==> src/rtl/tva_pkg.sv <==
package tva_pkg;
  typedef enum logic [1:0] {
    FMT_E8  = 2'd0,
    FMT_E16 = 2'd1,
    FMT_E32 = 2'd2,
    FMT_BAD = 2'd3
  } tva_fmt_e;

  function automatic int fmt_xshift(tva_fmt_e f);
    return (f == FMT_E32) ? 1 : 0;
  endfunction

  function automatic int fmt_yshift(tva_fmt_e f);
    return (f == FMT_E8) ? 0 : 1;
  endfunction
endpackage

==> src/rtl/tva_coord_map.sv <==
module tva_coord_map
  import tva_pkg::*;
#(
  parameter int W_BITS  = 14,
  parameter int H_BITS  = 13,
  parameter int COORD_W = 16
) (
  input  logic               clk,
  input  logic               rst_n,
  input  tva_fmt_e           fmt,
  input  logic [2:0]         orient,
  input  logic [COORD_W-1:0] x,
  input  logic [COORD_W-1:0] y,
  output logic               err,
  output logic [W_BITS-1:0]  xi,
  output logic [H_BITS-1:0]  yi
);
  logic [W_BITS-1:0] x_lim;
  logic [H_BITS-1:0] y_lim;
  logic              x_over;
  logic              y_over;

  always_comb begin
    x_lim  = {W_BITS{1'b1}} >> fmt_xshift(fmt);
    y_lim  = {H_BITS{1'b1}} >> fmt_yshift(fmt);
    x_over = x > COORD_W'(x_lim);
    y_over = y > COORD_W'(y_lim);
    err    = x_over || y_over || (fmt == FMT_BAD);
    xi     = orient[1] ? (x_lim - x[W_BITS-1:0]) : x[W_BITS-1:0];
    yi     = orient[0] ? (y_lim - y[H_BITS-1:0]) : y[H_BITS-1:0];
  end

  AST_MAPPED_IN_RANGE: assert property (@(posedge clk) disable iff (!rst_n)
    !err |-> (xi <= x_lim) && (yi <= y_lim));
endmodule

==> src/rtl/tva_offset_pack.sv <==
module tva_offset_pack
  import tva_pkg::*;
#(
  parameter int W_BITS   = 14,
  parameter int H_BITS   = 13,
  parameter int STRIDE_W = 16,
  localparam int OFF_W   = W_BITS + H_BITS
) (
  input  tva_fmt_e            fmt,
  input  logic                swap,
  input  logic [W_BITS-1:0]   xi,
  input  logic [H_BITS-1:0]   yi,
  output logic [OFF_W-1:0]    offset,
  output logic [STRIDE_W-1:0] stride
);
  logic [OFF_W-1:0] lin;
  int               xs;
  int               ys;

  always_comb begin
    xs = fmt_xshift(fmt);
    ys = fmt_yshift(fmt);
    if (swap) begin
      lin    = (OFF_W'(xi) << (H_BITS - ys)) + OFF_W'(yi);
      stride = STRIDE_W'(1) << (H_BITS + xs);
    end else begin
      lin    = (OFF_W'(yi) << (W_BITS - xs)) + OFF_W'(xi);
      stride = STRIDE_W'(1) << (W_BITS + ys);
    end
    offset = lin << (xs + ys);
  end
endmodule

==> src/rtl/tva_out_stage.sv <==
module tva_out_stage #(
  parameter int DATA_W = 8
) (
  input  logic              clk,
  input  logic              rst_n,
  input  logic              in_valid,
  output logic              in_ready,
  input  logic [DATA_W-1:0] in_data,
  output logic              out_valid,
  input  logic              out_ready,
  output logic [DATA_W-1:0] out_data
);
  logic              valid_q;
  logic              valid_d;
  logic              load_en;
  logic [DATA_W-1:0] data_q;

  always_comb begin
    in_ready = !valid_q || out_ready;
    load_en  = in_valid && in_ready;
    if (load_en)        valid_d = 1'b1;
    else if (out_ready) valid_d = 1'b0;
    else                valid_d = valid_q;
  end

  always_ff @(posedge clk or negedge rst_n) begin
    if (!rst_n) valid_q <= 1'b0;
    else        valid_q <= valid_d;
  end

  always_ff @(posedge clk) begin
    if (load_en) data_q <= in_data;
  end

  assign out_valid = valid_q;
  assign out_data  = data_q;

  AST_STALL_HOLDS: assert property (@(posedge clk) disable iff (!rst_n)
    out_valid && !out_ready |=> out_valid && $stable(out_data));
  AST_ACCEPT_SHOWS: assert property (@(posedge clk) disable iff (!rst_n)
    in_valid && in_ready |=> out_valid);
endmodule

==> src/rtl/tva_addr_gen.sv <==
module tva_addr_gen
  import tva_pkg::*;
#(
  parameter int W_BITS    = 14,
  parameter int H_BITS    = 13,
  parameter int COORD_W   = 16,
  localparam int OFF_W    = W_BITS + H_BITS,
  localparam int ADDR_W   = OFF_W + 5,
  localparam int STRIDE_W = ((W_BITS > H_BITS) ? W_BITS : H_BITS) + 2,
  localparam int PAY_W    = ADDR_W + 1 + STRIDE_W
) (
  input  logic                clk,
  input  logic                rst_n,
  input  logic                in_valid,
  output logic                in_ready,
  input  logic [1:0]          in_fmt,
  input  logic [2:0]          in_orient,
  input  logic [COORD_W-1:0]  in_x,
  input  logic [COORD_W-1:0]  in_y,
  output logic                out_valid,
  input  logic                out_ready,
  output logic [ADDR_W-1:0]   out_addr,
  output logic                out_err,
  output logic [STRIDE_W-1:0] out_stride
);
  tva_fmt_e            fmt;
  logic                err;
  logic [W_BITS-1:0]   xi;
  logic [H_BITS-1:0]   yi;
  logic [OFF_W-1:0]    offset;
  logic [STRIDE_W-1:0] stride;
  logic [ADDR_W-1:0]   addr_d;
  logic [STRIDE_W-1:0] stride_d;
  logic [PAY_W-1:0]    pay_in;
  logic [PAY_W-1:0]    pay_out;

  assign fmt = tva_fmt_e'(in_fmt);

  tva_coord_map #(.W_BITS(W_BITS), .H_BITS(H_BITS), .COORD_W(COORD_W)) coord_i (
    .clk(clk), .rst_n(rst_n), .fmt(fmt), .orient(in_orient),
    .x(in_x), .y(in_y), .err(err), .xi(xi), .yi(yi)
  );

  tva_offset_pack #(.W_BITS(W_BITS), .H_BITS(H_BITS), .STRIDE_W(STRIDE_W)) pack_i (
    .fmt(fmt), .swap(in_orient[2]), .xi(xi), .yi(yi),
    .offset(offset), .stride(stride)
  );

  always_comb begin
    if (err) begin
      addr_d   = '0;
      stride_d = '0;
    end else begin
      addr_d   = {in_orient, in_fmt, offset};
      stride_d = stride;
    end
    pay_in = {addr_d, err, stride_d};
  end

  tva_out_stage #(.DATA_W(PAY_W)) out_i (
    .clk(clk), .rst_n(rst_n), .in_valid(in_valid), .in_ready(in_ready),
    .in_data(pay_in), .out_valid(out_valid), .out_ready(out_ready),
    .out_data(pay_out)
  );

  assign {out_addr, out_err, out_stride} = pay_out;

  AST_ERR_ZEROES: assert property (@(posedge clk) disable iff (!rst_n)
    out_valid && out_err |-> (out_addr == '0) && (out_stride == '0));
  AST_STRIDE_POW2: assert property (@(posedge clk) disable iff (!rst_n)
    out_valid && !out_err |-> $countones(out_stride) == 1);
  AST_FMT_LEGAL: assert property (@(posedge clk) disable iff (!rst_n)
    out_valid && !out_err |-> out_addr[OFF_W+1:OFF_W] != 2'd3);
  AST_ALIGN_WIDE: assert property (@(posedge clk) disable iff (!rst_n)
    out_valid && !out_err && (out_addr[OFF_W+1:OFF_W] == 2'd2) |-> out_addr[1:0] == 2'b00);
endmodule

==> config.mk <==
export PLATFORM = sky130hd
export DESIGN_NAME = tva_addr_gen
export DESIGN_NICKNAME = d
export VERILOG_FILES = /design/src/rtl/tva_pkg.sv /design/src/rtl/tva_coord_map.sv /design/src/rtl/tva_offset_pack.sv /design/src/rtl/tva_out_stage.sv /design/src/rtl/tva_addr_gen.sv
export SDC_FILE = /design/constraint.sdc
export NUM_CORES = 1
export LEC_CHECK = 0
export BUFFER_PORTS_ARGS = -buffer_cell sky130_fd_sc_hd__buf_2
export CAP_MARGIN = 10
export CORE_ASPECT_RATIO = 1.75
export CORE_MARGIN = 4
export CORE_UTILIZATION = 56
export DETAILED_ROUTE_END_ITERATION = 8
export GPL_TIMING_DRIVEN = 0
export PLACE_DENSITY = 0.82
export SYNTH_ARGS = -nofsm -noshare
export SYNTH_HDL_FRONTEND = slang
export SYNTH_SLANG_ARGS = --single-unit
==> constraint.sdc <==
create_clock -name clk -period 2.15 [get_ports clk]
set_input_delay 0.645 -clock clk [delete_from_list [all_inputs] [get_ports clk]]
set_output_delay 0.645 -clock clk [all_outputs]
set_load 0.01 [all_outputs]
# --- Word-level counts from Yosys, hierarchy flattened ---
# Index checks and enable logic that the tools add are counted.
totals:
  regBits: 50
  latch_bits: 0
  mem_bits_rw: 0
  romBits: 0
  inputBits: 41
  wordCells: 38
  memories: 0
classes:
  add_sub_neg: 9
  mul: 0
  div_mod_pow: 0
  n_lt_le_gt_ge: 2
  eq_ne: 2
  n_shift: 7
  n_mux: 8
  n_bitwise: 0
  reduce_logical: 7
ops:
  columns: ["operator", "n"]
  rows:
  - ["adder 5 x 32 -> 32 bit (first input constant)", 2]
  - ["left shift 1 x 32 -> 16 bit (first input constant)", 2]
  - ["subtractor 5 x 32 -> 32 bit (first input constant)", 2]
  - ["adder 32 bit", 1]
  - ["left shift 13 x 32 -> 27 bit", 1]
  - ["left shift 14 x 32 -> 27 bit", 1]
  - ["left shift 27 x 32 -> 27 bit", 1]
  - ["right shift 13 x 32 -> 13 bit (first input constant)", 1]
  - ["right shift 14 x 32 -> 14 bit (first input constant)", 1]
  - ["adder 27 x 13 -> 27 bit", 1]
  - ["adder 27 x 14 -> 27 bit", 1]
  - ["two-way mux 27 bit", 1]
  - ["> comparator 16 x 13 -> 1 bit", 1]
  - ["> comparator 16 x 14 -> 1 bit", 1]
  - ["two-way mux 16 bit", 1]
  - ["two-way mux 14 bit", 1]
  - ["subtractor 14 bit", 1]
  - ["two-way mux 13 bit", 1]
  - ["subtractor 13 bit", 1]
  - ["== test 2 bit (second input constant)", 2]
  - ["two-way mux 1 bit", 4]
  - ["logical OR 1 bit", 3]
  - ["zero test 2 bit", 1]
  - ["nonzero test 2 bit", 1]
  - ["2 further kinds", 2]

# --- Logic depth before layout (Yosys ltp) ---
# Gate-level depths: netlist of the first run.
logic_depth:
  depth_word: 9
  ltp_mapped: 16
  ltp_nobuf: 14

# --- Modules after synthesis ---
# Synthesis of the first run repeated with hierarchy kept, for this count alone.
hier_totals:
  hier_cells: 488
  area_unflattened_um2: 4468.0
by_module_without_submodules:
  columns: ["module", "n_inst", "cells_each", "area_per_inst_um2"]
  rows:
  - ["tva_offset_pack", 1, 332, 2210.9]
  - ["tva_out_stage", 1, 53, 1525.2]
  - ["tva_coord_map", 1, 50, 387.9]
  - ["tva_addr_gen", 1, 53, 344.1]

# --- Worst setup path after synthesis of the first run ---
# No wires, ideal clock.
synth_path:
  path_type: "in2reg"
  start: "input in_fmt[0]"
  end: "register out_i.data_q[43], in the netlist out_i.out_data[43] (data pin)"
  arrival_time_ps: 4179
  path_slack_ps: -2170
  path_stages: 15
  n_path_buf: 1
  path_cell_list: "clkbuf_1 nor2_1 clkinv_1 ha_1 o21ai_0 ha_1 ha_1 and3b_1 and3_1 o22ai_2 or4_1 and3_1 a311o_1 a211o_1 a21oi_2"
synth_via:
  elab_chain_len: 9
  elab_cells_between_ends: 24
  cone_classes: "add/sub: 7; order compare: 2; eq/ne: 2; shift: 5; mux: 5; reduce/logical: 3"
synth_lines:
  columns: ["item", "line_no", "text"]
  rows:
  - ["from (decl)", "tva_addr_gen.sv:16", "input logic [1:0] in_fmt,"]
  - ["== test 2 bit or zero test 2 bit (tied branches)", "tva_pkg.sv:10, tva_pkg.sv:14", null]
  - ["two-way mux 1 bit (on tied branches)", "tva_pkg.sv:10, tva_pkg.sv:14", null]
  - ["right shift 14 x 32 -> 14 bit or right shift 13 x 32 -> 13 bit (tied branches)", "tva_coord_map.sv:24, tva_coord_map.sv:25", null]
  - ["subtractor 14 bit or subtractor 13 bit (tied branches)", "tva_coord_map.sv:29, tva_coord_map.sv:30", null]
  - ["two-way mux 14 bit or two-way mux 13 bit (tied branches)", "tva_coord_map.sv:29, tva_coord_map.sv:30", null]
  - ["left shift 14 x 32 -> 27 bit or left shift 13 x 32 -> 27 bit (tied branches)", "tva_offset_pack.sv:24, tva_offset_pack.sv:27", null]
  - ["adder 27 x 13 -> 27 bit or adder 27 x 14 -> 27 bit (tied branches)", "tva_offset_pack.sv:24, tva_offset_pack.sv:27", null]
  - ["two-way mux 27 bit", "tva_offset_pack.sv:23", "if (swap) begin"]
  - ["left shift 27 x 32 -> 27 bit", "tva_offset_pack.sv:30", "offset = lin << (xs + ys);"]
  - ["to (signal assigned)", "tva_out_stage.sv:32", "if (load_en) data_q <= in_data;"]
  - ["to (decl)", "tva_out_stage.sv:16", "logic [DATA_W-1:0] data_q;"]
# Parallel ways exist; a longest one is shown, timed or not.
# A chain may end at the register's enable or synchronous reset.

# --- Final worst setup path of the first run ---
# Same ends and word-level chain as after synthesis.

==> summary.md, run 1 <==
The pin count of the biggest net entering global routing was 38. Power spread over the standard cell area amounts to 461 nW/um^2. In the post-synthesis netlist, the biggest area contributors are edfxtp_1, mux2i_1, xnor2_1. The worst setup path is captured at a flop. The clock passes through at most 2 buffers. The tools report the critical path required time as 2.19 ns. The per-cell routed wire length was 22.7 um; the area added between synthesis and finish was 50.2%. Of the total synthesized cell area, the portion taken by full adders, half adders and majority gates is 2.32%. The quantity of I/O buffers inserted on ports came out at 69. The cell-internal power was 0.00180 W. The number of setup violations in the final report came out at 36. The first detailed-routing pass ran for 7 iterations.

The transition at the pin with the smallest max-transition slack is 0.924 ns. The share of total power dissipated in sequential elements is 30.0%. The reg2reg setup slack was 0.56 ns; the compound-cell area share of the yosys netlist was 17.9%. The run finished, with violations left.

Cells fill 85.8% of the core in the end. Setup repair after global routing could not meet its margin everywhere. The tools report the die area as 8810 um^2.

The path class of the tightest hold or removal check is in -> async. The worst path uses 160% of the clock period. The via density per instance is 6.55, and the vertical die dimension is 121 um. The overall overflow remaining after global route was 0.

Clock-pin slew was measured on the worst setup and hold paths at 0.06 ns. The floorplan step set the die width to 72.7 um. The highest ir drop seen on vdd is 0.284 mV, and the fraction of synthesized cell area in xor and xnor cells is 12.4%. For this design the static power due to leakage is 2.51 nW. The analysis attributes to net switching a power of 0.00104 W.

Clock latency on the worst-skew pair: 0.28 ns. The final reports fail on negative setup slack. The clock root buffer is clkbuf_16.

The maximum clock frequency was 0.290 GHz. The core box area is 7180 um^2, and the register area share after synthesis is 27.7%. The detailed router finished its first iteration with 673 violations. For the part of the total power dissipated in the clock network, the log shows 25.1%. In this run, synthesis inferred 37 flip-flops with an integrated enable. The run gives 38 as the number of sinks on the clock net. After synthesis, the share of cell area in mux cells is 10.9%. The final antenna-violating net count is 0, and the biggest fanout along the worst timing path is 5. The worst pin sits at a relative slew slack of 38.4%.

Detailed placement finished with a half-perimeter wire length of 10.4 mm. Among all flip-flop cells after synthesis, the most frequent one is edfxtp_1. For this run, the number of Yosys warnings is 0. The worst register-to-register path begins at out_i.out_valid.

Summed over all instances, the cell type with the most area after synthesis is edfxtp_1. The reported max-cap violation count is 0, and the CTS H-tree depth is 2. The number of vias after detailed routing is 4729, and the area share of the leading cell type in the synthesized netlist is 27.1%. Worst setup path category: in -> reg. The switching power as a share of total power is 36.6%. After synthesis the cells add up to 4100 um^2.

The number of antenna violations at the first check in global routing was 0. For this run, design rule violations remaining after detail routing come to 0. The number of different library cells used by synthesis comes to 59. After synthesis, the largest family of logic cells by area is simple AND/OR/NAND/NOR gates. For the worst flop-to-flop path, the logic depth is 2.

The tools report the worst hold slack after final layout as 0.125 ns. On the final layout, the worst clock skew is 0.00390 ns. STA classifies the critical path startpoint as an input port. Total routing usage reported by global routing: 34.5%.

Of the cells placed in the final design, the portion with a size suffix greater than 1 is 43.6%. The number of global-route vias before repair is 4369. Data arrival time of the worst path: 3.49 ns. The total wirelength of the detailed-routed design is 16.4 mm, and the routability congestion estimate is 0.984. 92 I/O pins were placed.

TritonCTS built the clock tree. Mean area per synthesized cell: 8.35 um^2. Buffers inserted during clock tree synthesis total 5.

Subtracting the final worst setup slack from the clock period gives 3.44 ns. The fraction of power consumed by combinational cells was 44.9%; the number of hold-slack violations in the final timing report was 0. The first global-routing pass estimated 23.0 mm of wire. The setup slack after layout is -1.29 ns, and the number of standard cells after synthesis is 491.

The fraction of the mapped netlist area in simple logic gates came out at 21.0%. In the synthesized netlist the async set-or-reset flop fraction comes to 2.63%. After floorplanning, the core was divided into 41 placement rows.

The logs give 0 for the final count of pins violating max slew and 57.1% for the initial core utilization. The tools report the terminus of the critical flop-to-flop path as out_i.out_data[12]. Number of register bits inferred by synthesis: 38.

For this run, the post-layout net count is 683. 0 antenna diodes ended up in the layout.
power by group through the flow:
stage	Clock, W	Combinational (W)	Sequential [W]
6_report	0.000712	0.00127	0.000852
5_1_grt	0.000731	0.00133	0.000854
4_1_cts	0.000688	0.00110	0.000852
3_5_place_dp	0	0.000904	0.000867
3_3_place_gp	0	0.000882	0.000865
2_1_floorplan	0	0.000625	0.000884
critical path, cell delays in order:
cell,delay [ns]
buf_8,0.10
clkbuf_16,0.15
nand2b_4,0.16
clkinv_4,0.06
buf_12,0.10
ha_4,0.19
mux2_4,0.30
fa_2,0.41
nor4_4,0.18
mux2i_2,0.14
nor3_2,0.21
buf_4,0.19
nand4_1,0.14
a211oi_2,0.29
a211o_1,0.17
a21oi_2,0.05
flip-flops by register name (all words and copies together) (netlist names):
| signal | cells |
|---|---|
| out_i.out_valid | 1 |
| out_i.out_data | 37 |
through the flow:
stage          cells  power, W  TNS [ns]  worst slack, ns  instance area [um^2]
3_3_place_gp     659   0.00175    -43.37            -1.88                  4900
3_5_place_dp     659   0.00177    -44.58            -1.91                  4900
5_1_grt          722   0.00291    -34.86            -1.37                  6160
4_1_cts          705   0.00264    -30.23            -1.31                  5790
6_report         722   0.00284    -32.70            -1.29                  6160
2_1_floorplan    504   0.00151    -20.89            -1.35                  4450
area by class of cell:
cell class	count	area [um^2]
Fill cell	387	1020
Sequential cell	38	1140
Clock buffer	6	129
Clock inverter	2	10.0
Tap cell	86	108
Inverter	16	116
Multi-Input combinational cell	401	3380
Buffer	49	397
Timing Repair Buffer	124	881
logic make-up (layout without fill, tap and decap cells):
| kind of cell | Yosys count | count (layout) |
|---|---|---|
| DFF | 38 | 38 |
| and+or+nand+nor | 168 | 168 |
| adders and majority gates | 7 | 7 |
| other | 1 | 14 |
| muxes | 44 | 44 |
| xor gates and xnor gates | 58 | 58 |
| buffers and inverters | 65 | 197 |
| AOI/OAI and AO/OA | 110 | 110 |
cells in the mapped netlist (2+ instances only):
library cell / count
nor3_1: 10
clkinv_1: 3
ha_1: 6
buf_4: 17
a21oi_1: 27
edfxtp_1: 37
a21o_1: 2
o31ai_1: 2
a221oi_1: 2
a211o_1: 2
nor4b_1: 2
and3b_1: 2
a31oi_1: 2
inv_1: 12
nand2_1: 25
o41ai_1: 3
or2_2: 2
a311o_1: 2
nand4_1: 7
a211oi_1: 22
nor3b_1: 4
nand3_1: 10
nand3b_1: 4
a21oi_2: 3
buf_2: 7
mux2i_1: 38
o22ai_1: 2
and3_1: 7
o221ai_1: 5
and2_1: 3
o21a_1: 4
nor2_1: 59
or3_1: 2
o21ai_0: 23
buf_1: 5
nand2b_1: 14
or3b_1: 3
xor2_1: 18
a21boi_0: 4
nor4_1: 7
xnor2_1: 40
clkbuf_1: 20
mux2_2: 6
what timing repair did:
item | in CTS | in global routing
cloned | 2 | 0
setup buffers | 36 | 18
setup endpoints to repair | 36 | 36
pin swaps | 35 | 35
resized for setup | 90 | 52
hold buffers | 0 | 0
metal layers:
layer / GRT usage [%] / share of wire, %
met5: 0 / 0
met4: 26.6 / 8.7
met3: 5.06 / 8.5
met2: 57.7 / 49
met1: 38.0 / 33
worst max path at each step:
| stage | startpoint | end | slack [ns] | cells after the start |
|---|---|---|---|---|
| floorplan | in_fmt[0] | out_i.out_data[43] | -1.35 | 15 |
| global placement | in_fmt[0] | out_i.out_data[41] | -1.88 | 15 |
| detailed placement | in_fmt[0] | out_i.out_data[42] | -1.91 | 15 |
| CTS | in_fmt[0] | out_i.out_data[43] | -1.31 | 16 |
| global route | in_fmt[0] | out_i.out_data[43] | -1.37 | 16 |
| finish | in_fmt[0] | out_i.out_data[43] | -1.29 | 16 |
placed cells by master, fill, tap and decap left out, types with 6 or more instances in the layout:
cell and count:
mux2i_1 31, nor2_1 48, conb_1 14, xnor2_1 35
nand2_1 23, nor2_2 6, buf_4 56, buf_8 6
nand3_1 9, inv_1 8, a211oi_2 14, o21ai_0 13
clkbuf_16 6, a21oi_1 21, buf_6 12, edfxtp_1 37
nand4_1 7, buf_2 70, clkbuf_1 15, nand2b_1 11
a21oi_2 7, xor2_1 15, buf_12 7, a211oi_1 6
(Power assumes the default switching activity.)
==> run 2: changes to the inputs <==
--- a/config.mk
+++ b/config.mk
@@ -12,7 +12,7 @@
 export CORE_UTILIZATION = 56
 export DETAILED_ROUTE_END_ITERATION = 8
 export GPL_TIMING_DRIVEN = 0
-export PLACE_DENSITY = 0.82
+export PLACE_DENSITY = 0.9
 export SYNTH_ARGS = -nofsm -noshare
 export SYNTH_HDL_FRONTEND = slang
 export SYNTH_SLANG_ARGS = --single-unit
==> run 2 against run 1 <==
Effect of this change:
- critical path depth unchanged
- via count up 1.0%
- clock skew down 0.0021 ns
- final cell count down 0.83%
- die area unchanged
- global-route usage down 0.10 points
- clock-buffer cell count unchanged
- highest routed layer unchanged
- the flow still finishes with violations (negative setup slack)
==> summary.md, run 2 (synthesis results as in run 1) <==
The tools report the total routing usage reported by global routing as 34.4% (-0.10 points). For the worst relative slew slack, the log shows 40.8% (+2.4 points). The net total in the final layout is 677 (-0.88%), and the maximum clock skew at final layout is 0.00176 ns (-0.00215 ns). For the first-pass iteration count of the detailed router, the log shows 8 (+1).

TritonCTS built the clock tree. The tools report the start point of the critical path as in_fmt[0]. The leading cell type in the layout, fill and taps excluded is buf_2. STA classifies the critical path startpoint as an input port. The number of hold-slack violations in the final timing report was 0 (unchanged). The run gives 7180 um^2 (unchanged) as the core box area.

The final core utilization was 84.4% (-1.3 points). The switching power as a share of total power was 36.7% (+0.13 points); the die area was 8810 um^2 (unchanged). The maximum root-to-sink buffer count is 2 (unchanged), and the fraction of the cycle the final worst path needs is 164% (+3.4 points). The number of setup violations in the final report is 36 (unchanged), and the power density over the cells is 465 nW/um^2 (+0.95%). The run gives 0.00104 W (-0.26%) as the net switching power figure. The logs give 385 (-0.52%) for the number of inserted filler cells in the final layout and 0 (unchanged) for the overall overflow remaining after global route. The fraction of power consumed by combinational cells is 44.8% (about the same). For the overall power consumption, the log shows 0.00282 W (-0.61%). The vertical die dimension is 121 um (unchanged), and the initial core utilization is 57.1% (unchanged). The flow ran to the end, but the final reports show violations.

Quantity of I/O buffers inserted on ports: 69 (unchanged). The tools report the CTS H-tree depth as 2 (unchanged). The number of global-route vias before repair is 4406 (+0.85%).

The cell-internal power was 0.00179 W (-0.81%); the pin count of the biggest net entering global routing was 38 (unchanged). For the post-route met1 wirelength, the log shows 5.61 mm (+2.4%). The critical path required time is 2.19 ns (about the same). The run gives 41 (unchanged) as the number of placement rows. The tree is rooted in a clkbuf_16. The highest ir drop seen on vdd is 0.267 mV (-5.9%), and the number of flip-flops under the largest register name is 37 (unchanged). The highest layer touched by signal routing is met4.

The number of CTS-inserted buffers is 5 (unchanged), and the transition at the pin with the smallest max-transition slack is 0.863 ns (-0.0608 ns). The die span in x came out at 72.7 um (unchanged). The via density per instance was 6.67 (+1.9%); the post-placement setup slack was -1.97 ns (-0.0581 ns).

The per-cell routed wire length came out at 23.5 um (+3.5%). The data arrival time of the worst path is 3.56 ns (+0.07 ns). The worst setup path category is in -> reg. The logs give 0.139 ns (+0.0141 ns) for the worst hold slack after final layout and 0 (unchanged) for the final routed DRC violation total. The tools report the setup slack after layout as -1.37 ns (-0.0734 ns).

The top cell types in the final layout, fill and taps aside, are buf_2, buf_4, nor2_1. The clock latency on the worst-skew pair was 0.28 ns (about the same); the minimum clock period was 3.52 ns (+0.0734 ns). The part of the total power dissipated in the clock network is 24.9% (-0.2 points), and the fraction of final layout cells with drive strength greater than 1 is 43.8% (+0.26 points). For the number of vias after detailed routing, the log shows 4778 (+1.0%). Classification of the worst-slack hold path: in -> async. The area added between synthesis and finish was 47.9%; the share of total power in sequential cells was 30.2% (+0.2 points).

The final antenna-violating net count is 0 (unchanged), and the total wirelength of the detailed-routed design is 16.8 mm (+2.6%). The leakage power total came out at 2.48 nW (-1.3%). The final count of pins violating max slew was 0 (unchanged). The tools report the area of combinational cells with multiple inputs as 3370 um^2 (-0.37%). The worst register-to-register path begins at out_i.out_valid.

The count of boundary I/O pins is 92 (unchanged). Iteration-0 DRC count of the detailed router: 691 (+2.7%). The run gives 0 (unchanged) as the number of antenna violations at the first check in global routing. The tools report the first-pass GRT wire length as 23.0 mm (about the same). The clock input transition at the sequential cells of the worst setup and hold paths is 0.06 ns (about the same), and the post-DP HPWL is 10.5 mm (+1.1%).

Setup repair after global routing could not meet its margin everywhere. The checks that failed: negative setup slack. The biggest fanout along the worst timing path works out to 5 (unchanged). The met3 wirelength from detailed routing is 1.53 mm (+9.5%). The number of sinks on the clock net came out at 38 (unchanged). The endpoint type of the worst setup path is a flop. The maximum clock frequency came out at 0.284 GHz (-2.1%). The logs give 0 (unchanged) for the number of inserted diodes and 1.00 (+1.6%) for the routability congestion estimate. The run gives 8.24 mm (+2.1%) as the detailed route wirelength on metal2. The area occupied by registers was 1140 um^2 (unchanged); the reported max-cap violation count was 0 (unchanged).
## run 2: cell count changes in the layout (fill, tap and decap cells not counted), sizes merged
cell / previous run / this run
clkbuf: 25 / 27
clkinv: 8 / 6
inv: 10 / 12
buf: 154 / 145
bufbuf: 0 / 1
## run 2: metrics by stage
step	TNS, ns	std cells	instance area (um^2)
detailed placement	-45.80	659	4900
floorplan	-20.89	504	4450
finish	-26.44	716	6060
CTS	-23.23	703	5720
global placement	-44.14	659	4900
global route	-27.93	716	6060
## run 2: metal layers
metal  track usage [%]  up-vias
met5                 0        -
li1                  -     2026
met2              58.3      423
met1              39.0     2208
met3              3.15      121
met4              25.1        0
## run 2: cell type report
cell class                 count  area share, %
multi-input combinational    401           55.6
sequential                    38           18.7
timing repair buffer         119           13.8
buffer                        48           6.33
clock buffer                   6           2.13
tap                           86           1.77
inverter                      16           1.49
clock inverter                 2          0.144
## run 2: path summary, 6_finish.rpt
kind | end | slack [ns] | depth (start not counted)
min in group clk | out_i.out_valid | 0.59 | 2
max reg2reg | out_i.out_data[15] | 0.52 | 2
max in group asynchronous | out_i.out_valid | 1.91 | 1
min | out_i.out_valid | 0.14 | 1
min reg2reg | out_i.out_valid | 0.59 | 2
max | out_i.out_data[43] | -1.37 | 16
## run 2: timing repair
item | in CTS | in global routing
cloned | 1 | 2
hold buffers | 0 | 0
endpoints found under the setup margin | 36 | 36
resized for setup | 86 | 49
pin swaps | 47 | 29
setup buffers | 35 | 13
## run 2: worst max-delay path, stage by stage
cell and delay (ns):
buf_8 0.07, clkbuf_16 0.14, nand2b_4 0.14, clkinv_4 0.06
buf_12 0.12, ha_4 0.23, mux2_4 0.29, fa_2 0.41
nor4_4 0.20, mux2i_4 0.16, nor3_4 0.31, buf_4 0.18
nand4_1 0.15, a211oi_2 0.24, a211o_1 0.14, a21oi_2 0.06
## run 2: power by group through the flow
stage / Clock [W] / Sequential, W / Combinational, W
6_report: 0.000704 / 0.000853 / 0.00127
2_1_floorplan: 0 / 0.000884 / 0.000625
5_1_grt: 0.000722 / 0.000854 / 0.00131
3_3_place_gp: 0 / 0.000865 / 0.000878
3_5_place_dp: 0 / 0.000867 / 0.000902
4_1_cts: 0.000681 / 0.000853 / 0.00111
==> run 3: changes to the inputs <==
--- a/config.mk
+++ b/config.mk
@@ -9,10 +9,11 @@
 export CAP_MARGIN = 10
 export CORE_ASPECT_RATIO = 1.75
 export CORE_MARGIN = 4
-export CORE_UTILIZATION = 56
+export CORE_UTILIZATION = 57
+export CTS_BUF_LIST = sky130_fd_sc_hd__clkbuf_2
 export DETAILED_ROUTE_END_ITERATION = 8
 export GPL_TIMING_DRIVEN = 0
-export PLACE_DENSITY = 0.9
+export PLACE_DENSITY = 0.91
 export SYNTH_ARGS = -nofsm -noshare
 export SYNTH_HDL_FRONTEND = slang
 export SYNTH_SLANG_ARGS = --single-unit
==> constraint.sdc (replaced) <==
create_clock -name clk -period 2.15 [get_ports clk]
set_input_delay 0.645 -clock clk [delete_from_list [all_inputs] [get_ports clk]]
set_output_delay 0.645 -clock clk [all_outputs]
set_load 0.1 [all_outputs]
==> run 3 against run 2 <==
Effect of this change:
- the run ends with design-rule violations, negative setup slack left
- wire length up 6.6%
- sequential power about the same
- clock skew up 0.0012 ns
- sequential share of layout area up 0.11 points
- cell area down 0.50%
- first-iteration DRC count up 26%
- global-route usage up 0.99 points
- die area down 1.6%
- register-to-register slack about the same
- combinational power up 26%
- sequential cell count unchanged
- largest cell class unchanged
==> summary.md, run 3 (synthesis results as in run 1) <==
The logs give -21.77 ns (+4.67 ns) for the sum of negative setup slack and 59.0% (+1.8 points) for the initial core utilization. The flow ran to the end, but the final reports show violations. The number of setup violations in the final report is 36 (unchanged), and the number of flip-flops under the largest register name is 37 (unchanged). The maximum root-to-sink buffer count is 2 (unchanged). For the routability congestion estimate, the log shows 0.995 (-0.55%). The source of the worst hold timing path is in_valid. The number of CTS-inserted buffers is 5 (unchanged).

The source of the worst register-to-register timing path was out_i.out_valid. The count of buffering cells on the critical path with inverters included was 4 (-1). TritonCTS built the clock tree. The run gives 92 (unchanged) as the count of boundary I/O pins. The die span in x is 72.1 um (-0.78%).

Post-DP HPWL: 10.5 mm (+0.55%). The fraction of the cycle the final worst path needs was 157% (-7.1 points). The logs give 8670 um^2 (-1.6%) for the die area and 4450 (+1.0%) for the number of global-route vias before repair. For the first-pass iteration count of the detailed router, the log shows 9 (+1). The biggest fanout along the worst timing path was 5 (unchanged). The per-cell routed wire length works out to 25.1 um (+6.9%). The final design instance area without fill was 6030 um^2 (-0.50%).

For the number of placement rows, the log shows 40 (-2.4%). The run gives 3.60 ns (+0.04 ns) as the data arrival time of the worst path. The run gives 2 (unchanged) as the CTS H-tree depth.

The path with the worst hold slack has its endpoint at out_i.out_valid. Highest ir drop seen on vdd: 0.251 mV (-6.2%). Master of the slowest instance on the critical path: fa_2. The final reports fail on design-rule violations, negative setup slack. The run gives 0.51 ns (about the same) as the reg2reg setup slack. The tools report the total wirelength of the detailed-routed design as 17.9 mm (+6.6%). The tools report the number of hold-slack violations in the final timing report as 0 (unchanged). The worst setup path is of the in -> reg kind. The number of sinks on the clock net was 38 (unchanged). The run gives 4910 um^2 (about the same) as the area of placed instances.

For the number of inserted diodes, the log shows 0 (unchanged). The logs give 0 (unchanged) for the reported max-cap violation count and 870 (+26%) for the iteration-0 DRC count of the detailed router. The transition at the pin with the smallest max-transition slack was 0.879 ns (+0.0160 ns). The final routed DRC violation total was 6 (+6).

The classification of the worst-slack hold path is in -> reg. Via density per instance: 6.84 (+2.5%). The clock input transition at the sequential cells of the worst setup and hold paths came out at 0.21 ns (+0.15 ns). Overall overflow remaining after global route: 0 (unchanged). The worst setup path is captured at a flop. The clock latency on the worst-skew pair is 0.45 ns (+0.17 ns). Traced cell by cell, the critical path runs through buf_8 -> clkbuf_16 -> nand2b_4 -> clkinv_4 -> buf_12 -> ha_4 -> mux2_4 -> fa_2 -> nor4_4 -> mux2i_2 -> nor3_2 -> nand3_1 -> xnor2_2 -> mux2_4 -> o221ai_2. The first-pass GRT wire length is 23.3 mm (+1.6%). Relative to the synthesized area, the layout overhead comes to 47.1%. The logs give -1.21 ns (+0.154 ns) for the setup slack after layout and 35.4% (+0.99 points) for the total routing usage reported by global routing. The power density over the cells came out at 504 nW/um^2 (+8.3%). The worst setup path is launched from an input port. Start point of the critical path: in_fmt[0]. The number of cells on the worst reg-to-reg path came out at 2 (unchanged). For the pin count of the biggest net entering global routing, the log shows 38 (unchanged).

Setup repair after global routing could not meet its margin everywhere. The fraction of final layout cells with drive strength greater than 1 is 43.8% (unchanged), and the maximum single-stage delay on the critical path is 0.40 ns (about the same). The maximum clock frequency was 0.297 GHz (+4.6%); the final antenna-violating net count was 0 (unchanged). The clock root buffer was clkbuf_2. Terminus of the critical flop-to-flop path: out_i.out_data[16]. The overall power consumption is 0.00304 W (+7.8%). For the worst relative slew slack, the log shows 41.4% (+0.58 points).

The tools report the leakage power total as 2.47 nW (-0.50%). The tools report the final count of pins violating max slew as 0 (unchanged). Vertical die dimension: 120 um (-0.82%).

For the maximum clock skew at final layout, the log shows 0.00300 ns (+0.00125 ns). The number of vias after detailed routing was 4883 (+2.2%). The quantity of I/O buffers inserted on ports is 69 (unchanged). Number of antenna violations at the first check in global routing: 0 (unchanged). Leaving out fill and tap cells, the most frequent cell in the layout is buf_2.

Counting stages on the worst path, the most repeated cell is mux2_4. In the layout the commonest cells are buf_2, buf_4, nor2_1. The critical path required time is 2.39 ns (+0.20 ns), and the worst hold path depth is 2.

The tools report the core box area as 6960 um^2 (-3.1%). The kind of cell with the highest combined delay on the critical path is simple AND/OR/NAND/NOR gates. The net total in the final layout came out at 677 (unchanged). The minimum clock period is 3.36 ns (-0.154 ns).
[run 3: timing repair]
action,4_1_cts,5_1_grt
resized for setup,75,65
setup buffers,26,22
endpoints found under the hold margin,1,0
hold buffers,1,0
setup endpoints to repair,36,36
gates cloned,2,1
pin swaps,46,34
[run 3: routing by layer]
| metal | track usage [%] | vias to the layer above | routed length, um |
|---|---|---|---|
| li1 | - | 2038 | - |
| met3 | 4.66 | 152 | 1940 |
| met5 | 0 | - | 0 |
| met2 | 60.0 | 463 | 8610 |
| met4 | 30.1 | 0 | 1760 |
| met1 | 37.3 | 2230 | 5590 |
[run 3: through the flow]
| step | worst slack, ns | instances | hold WS (ns) | utilization (%) |
|---|---|---|---|---|
| 2_1_floorplan | -1.35 | 504 | 0.349 | - |
| 6_report | -1.21 | 714 | 0.410 | 86.7 |
| 3_5_place_dp | -1.97 | 657 | 0.421 | 70.5 |
| 5_1_grt | -1.36 | 714 | 0.435 | 86.7 |
| 4_1_cts | -1.19 | 694 | 0.433 | 80.1 |
| 3_3_place_gp | -1.87 | 657 | 0.419 | 70.5 |
[run 3: worst reg2reg max path, delay by kind of cell (launching register included)]
family           cells  cell delay [ns]
DFF                  1             0.47
and+or+nand+nor      2             0.82
[run 3: how the worst max path moves through the flow]
stage | cells past startpoint | end | slack [ns]
global placement | 15 | out_i.out_data[41] | -1.87
floorplan | 15 | out_i.out_data[43] | -1.35
finish | 15 | out_i.out_data[41] | -1.21
detailed placement | 15 | out_i.out_data[36] | -1.97
CTS | 16 | out_i.out_data[43] | -1.19
global route | 16 | out_i.out_data[43] | -1.36
[run 3: cell type report]
cell class / count / area, um^2
Inverter: 16 / 87.6
Fill cell: 353 / 922
Timing Repair Buffer: 118 / 828
Multi-Input combinational cell: 401 / 3380
Clock inverter: 3 / 63.8
Sequential cell: 38 / 1140
Clock buffer: 5 / 25.0
Tap cell: 84 / 105
Buffer: 49 / 407
[run 3: power breakdown]
part           internal [W]  switching [W]  total [W]  leakage, nW
clock network      0.000309       0.000283   0.000592       0.0506
logic              0.000530        0.00107    0.00160         2.04
registers          0.000843     0.00000918   0.000853        0.379
total               0.00168        0.00136    0.00304         2.47
